### src/rtl/bscan_pkg.sv
package bscan_pkg;

  typedef enum logic [2:0] {
    MODE_NORMAL = 3'd0,
    MODE_SAMPLE = 3'd1,
    MODE_EXTEST = 3'd2,
    MODE_INTEST = 3'd3,
    MODE_CLAMP  = 3'd4,
    MODE_HIGHZ  = 3'd5
  } scanMode_e;

  typedef struct packed {
    logic doCapture;
    logic doShift;
    logic doUpdate;
    logic padFromLatch;
    logic padsOff;
    logic coreFromLatch;
  } scanCtl_t;

endpackage

### src/rtl/bscan_ctrl.sv
module bscan_ctrl
  import bscan_pkg::*;
(
  input  logic [2:0] mode,
  input  logic       captureEn,
  input  logic       shiftEn,
  input  logic       updateEn,
  output scanCtl_t   ctl
);

  logic chainSel;

  always_comb begin
    chainSel = (mode == MODE_SAMPLE) || (mode == MODE_EXTEST) || (mode == MODE_INTEST);
    ctl.doCapture     = chainSel && captureEn;
    ctl.doShift       = chainSel && shiftEn && !captureEn;
    ctl.doUpdate      = chainSel && updateEn;
    ctl.padFromLatch  = (mode == MODE_EXTEST) || (mode == MODE_CLAMP);
    ctl.padsOff       = (mode == MODE_HIGHZ);
    ctl.coreFromLatch = (mode == MODE_INTEST);
  end

endmodule

### src/rtl/bscan_datapath.sv
module bscan_datapath
  import bscan_pkg::*;
#(
  parameter int PIN_COUNT = 4
) (
  input  logic                 tck,
  input  logic                 trstN,
  input  scanCtl_t             ctl,
  input  logic                 scanIn,
  output logic                 scanOut,
  input  logic [PIN_COUNT-1:0] coreOut,
  input  logic [PIN_COUNT-1:0] coreOe,
  output logic [PIN_COUNT-1:0] coreIn,
  input  logic [PIN_COUNT-1:0] padIn,
  output logic [PIN_COUNT-1:0] padOut,
  output logic [PIN_COUNT-1:0] padOe
);

  localparam int CELLS = 3 * PIN_COUNT;

  logic [CELLS-1:0] shiftStage;
  logic [CELLS-1:0] holdLatch;
  logic [CELLS-1:0] observed;
  logic [PIN_COUNT-1:0] latIn, latOut, latOe;

  for (genvar k = 0; k < PIN_COUNT; k++) begin : g_pin
    assign observed[3*k]   = padIn[k];
    assign observed[3*k+1] = coreOut[k];
    assign observed[3*k+2] = coreOe[k];
    assign latIn[k]  = holdLatch[3*k];
    assign latOut[k] = holdLatch[3*k+1];
    assign latOe[k]  = holdLatch[3*k+2];
  end

  always_ff @(posedge tck or negedge trstN) begin
    if (!trstN) begin
      shiftStage <= '0;
    end else if (ctl.doCapture) begin
      shiftStage <= observed;
    end else if (ctl.doShift) begin
      shiftStage <= {shiftStage[CELLS-2:0], scanIn};
    end
  end

  always_ff @(negedge tck or negedge trstN) begin
    if (!trstN) begin
      holdLatch <= '0;
    end else if (ctl.doUpdate) begin
      holdLatch <= shiftStage;
    end
  end

  assign scanOut = shiftStage[CELLS-1];

  always_comb begin
    padOut = ctl.padFromLatch ? latOut : coreOut;
    padOe  = ctl.padFromLatch ? latOe  : coreOe;
    if (ctl.padsOff) padOe = '0;
    coreIn = ctl.coreFromLatch ? latIn : padIn;
  end

endmodule

### src/rtl/bscan_chain.sv
module bscan_chain
  import bscan_pkg::*;
#(
  parameter int PIN_COUNT = 4
) (
  input  logic                 tck,
  input  logic                 trstN,
  input  logic [2:0]           mode,
  input  logic                 captureEn,
  input  logic                 shiftEn,
  input  logic                 updateEn,
  input  logic                 scanIn,
  output logic                 scanOut,
  input  logic [PIN_COUNT-1:0] coreOut,
  input  logic [PIN_COUNT-1:0] coreOe,
  output logic [PIN_COUNT-1:0] coreIn,
  input  logic [PIN_COUNT-1:0] padIn,
  output logic [PIN_COUNT-1:0] padOut,
  output logic [PIN_COUNT-1:0] padOe
);

  scanCtl_t ctl;

  bscan_ctrl ctrl_i (
    .mode(mode), .captureEn(captureEn), .shiftEn(shiftEn),
    .updateEn(updateEn), .ctl(ctl)
  );

  bscan_datapath #(.PIN_COUNT(PIN_COUNT)) dp_i (
    .tck(tck), .trstN(trstN), .ctl(ctl), .scanIn(scanIn), .scanOut(scanOut),
    .coreOut(coreOut), .coreOe(coreOe), .coreIn(coreIn),
    .padIn(padIn), .padOut(padOut), .padOe(padOe)
  );

endmodule

### config.mk
export PLATFORM = sky130hd
export DESIGN_NAME = bscan_chain
export DESIGN_NICKNAME = d
export VERILOG_FILES = /design/src/rtl/bscan_pkg.sv /design/src/rtl/bscan_ctrl.sv /design/src/rtl/bscan_datapath.sv /design/src/rtl/bscan_chain.sv
export SDC_FILE = /design/constraint.sdc
export NUM_CORES = 1
export LEC_CHECK = 0
export ABC_AREA = 1
export BUFFER_PORTS_ARGS = -buffer_cell sky130_fd_sc_hd__buf_4
export CAP_MARGIN = 20
export CELL_PAD_IN_SITES_DETAIL_PLACEMENT = 0
export CELL_PAD_IN_SITES_GLOBAL_PLACEMENT = 2
export CORE_UTILIZATION = 27
export DETAILED_ROUTE_END_ITERATION = 10
export GPL_TIMING_DRIVEN = 0
export PLACE_DENSITY_LB_ADDON = 0.05
export SLEW_MARGIN = 20
export SYNTH_ARGS = -nofsm -noshare
export SYNTH_HDL_FRONTEND = slang
export SYNTH_HIERARCHICAL = 1
export SYNTH_SLANG_ARGS = --single-unit
### constraint.sdc
create_clock -name tck -period 1.6 [get_ports tck]
set_clock_uncertainty 0.2 [all_clocks]
set_input_delay 0.32 -clock tck [delete_from_list [all_inputs] [get_ports tck]]
set_output_delay 0.32 -clock tck [all_outputs]
set_load 0.05 [all_outputs]
==> results_dict.tcl <==
set metrics [dict create \
    die_height_um 70.9 \
    power.share.switching_pct 34.9 \
    worstSkewPairLatency_ps 270 \
    synth_fp_nets 208 \
    grtUsageTotal_pct 16.7 \
    firstDrtPassIters 8 \
    mostFrequentLayoutCells "nand2_1, buf_4, buf_6, dfrtn_1, dfrtp_1" \
    post_drt_wl_per_cell_um 13.7 \
    failed_checks "negative setup slack" \
    power_frac_clock_pct 24.2 \
    p_int_w 0.00146 \
    postRouteWirelength_um 4000 \
    die_w_um 70.9 \
    ios 34 \
    seq_power_share_pct 38.3 \
    gr-total-overflow 0 \
    fraction_of_layout_instances_using_a_drive_strength_above_1_pct 42.9 \
    power_leakage_nw 1.06 \
    clk_path_buf_depth 2 \
    grt_start_max_net_pins 15 \
    p_switching_w 0.000785 \
    final.hold.worst_slack_ps 129 \
    grt_pass1_vias 1284 \
    ir_worst_vdd_mv 0.511 \
    required_time_of_the_critical_path_ps 1080 \
    core.rowCount 24 \
    port_buffers 33 \
    dpl.hpwl_um 2670 \
    synth_cell_types 17 \
    finalNetCount 262 \
    number_of_buffers_inserted_during_clock_tree_synthesis 3 \
    slew_limit_headroom_pct 47.5 \
    initial_antenna_violation_count 0 \
    floorplan.core_area_um2 4440 \
    worst_setup_hold_path_clk_slew_ps 100 \
    die_area_um2 5020 \
    dr_total_vias 1351 \
    place_inst 272 \
    tritoncts_clock_tree "done" \
    worst_min_delay_path_class "in2reg" \
    mostFrequentLayoutCell "nand2_1" \
    finalSetupViolCount 24 \
    worstMarginPinSlew_ps 788 \
    count_of_mapped_cells_out_of_synthesis 187 \
    highest_net_fanout_along_the_worst_path 2 \
    cell_area_after_synthesis_um2 1280 \
    drcViolationCount 0 \
    detail_route.vias_per_cell 4.63 \
    hold_depth 5 \
    arrival_ps 1890 \
    synth_seq_area_share_pct 46.9 \
    drt.antenna.violating_nets 0 \
    place_ws_ps -766 \
    worstSetupEndpointType "output port" \
    count_of_routing_violations_after_the_opening_detailed_route_iteration 82 \
    startpoint_type "flop" \
    status "complete, but fails checks" \
    power_density_nw_per_um2 1080 \
    worst_slack_ps -810 \
    cts_num_sinks 24 \
    worst-r2r-cell-count 2 \
    fillcell_total 466 \
    routabilityCongestion 0.740 \
    share_comb_of_total_power_pct 37.5 \
    starting_density_of_the_core_pct 28.8 \
    grt_pass1_wl_um 6410 \
    grt_setup_unrepaired "yes" \
    finish.cell_count_without_fillers 292 \
    final-max-slew-violation-count 0 \
    critPathKind "reg2out" \
    final-hold-violation-count 0 \
    diodes 0 \
    area_growth_pct 62.6 \
    htreeDepth 1 \
    cap_viol_max_count 0 \
    yosysWarnings 6 \
    root_buffer "clkbuf_8" \
    post_synth.cell_area_avg_um2 6.84 \
    synth.ff_latch_count 24 \
]
-- cell type report --
class	count	area (um^2)	area share, %
sequential	24	601	28.9
buffer	8	65.1	3.13
tap	52	65.1	3.13
clock inverter	1	30.0	1.44
timing repair buffer	49	438	21.0
inverter	20	77.6	3.73
multi-input combinational	135	763	36.7
clock buffer	3	41.3	1.98
-- sequential cells by signal, indices dropped and copies added, names as in the netlist --
name and flops:
dp_i/holdLatch 12, dp_i/shiftStage 12
-- repair_timing --
action | 4_1_cts | 5_1_grt
resized for setup | 31 | 7
hold buffers | 1 | 0
gates cloned | 1 | 0
endpoints found under the hold margin | 12 | 0
setup endpoints to repair | 24 | 35
pin swaps | 12 | 9
buffers inserted | 9 | 5
-- kinds of logic after synthesis --
group / Yosys count / share of synthesized area, %
DFF: 24 / 46.9
and+or+nand+nor: 110 / 33.2
AOI/OAI and AO/OA: 25 / 10.1
buffers and inverters: 28 / 9.77
-- metrics by stage --
| step | util, % | power [W] | TNS [ps] | area (um^2) |
|---|---|---|---|---|
| CTS | 45.5 | 0.00221 | -12970 | 2020 |
| finish | 46.8 | 0.00225 | -12800 | 2080 |
| global placement | 39.7 | 0.00151 | -15990 | 1770 |
| global route | 46.8 | 0.00239 | -13580 | 2080 |
| detailed placement | 39.8 | 0.00153 | -16710 | 1770 |
| floorplan | - | 0.00133 | -9950 | 1450 |
-- power by group through the flow --
stage	Clock [W]	Sequential, W	Combinational (W)
finish	0.000545	0.000862	0.000844
global route	0.000591	0.000879	0.000917
CTS	0.000563	0.000859	0.000787
detailed placement	0	0.000865	0.000665
global placement	0	0.000860	0.000652
floorplan	0	0.000861	0.000473
-- synthesized netlist by cell type --
master	number	share of area, %
a21oi_1	8	3.1
buf_2	4	1.6
buf_4	2	1.2
buf_6	1	0.88
clkbuf_1	1	0.29
dfrtn_1	12	23
dfrtp_1	12	23
inv_1	18	5.3
inv_2	2	0.59
nand2_1	98	29
nand3_1	2	0.78
nor2_1	7	2.1
nor2_2	1	0.49
nor3_1	1	0.39
nor3_2	1	0.78
o21ai_0	16	6.3
o21ai_2	1	0.68
-- critical path, cell delays in order (launching register included) --
cell and delay, ps:
dfrtn_1 430, nand2_2 70, a21oi_4 130, buf_6 170
-- metal layers --
metal | up-vias | track usage, % | part of all wire [%]
met3 | 2 | 2.28 | 3.5
met5 | - | 0 | 0
met4 | 0 | 4.89 | 0.42
met2 | 30 | 27.5 | 47
met1 | 642 | 23.1 | 49
li1 | 677 | - | -
-- final timing paths --
check	slack, ps	startpoint	endpoint
max	-810	dp_i/holdLatch[2]$_DFFE_NN0P_	padOe[0]
min	130	scanIn	dp_i/shiftStage[0]$_DFFE_PN0P_
min in group asynchronous	370	trstN	dp_i/holdLatch[4]$_DFFE_NN0P_
max reg2reg	-100	dp_i/shiftStage[8]$_DFFE_PN0P_	dp_i/holdLatch[8]$_DFFE_NN0P_
max in group asynchronous	230	trstN	dp_i/shiftStage[2]$_DFFE_PN0P_
min reg2reg	280	dp_i/holdLatch[3]$_DFFE_NN0P_	dp_i/holdLatch[3]$_DFFE_NN0P_
(Power assumes the default switching activity.)
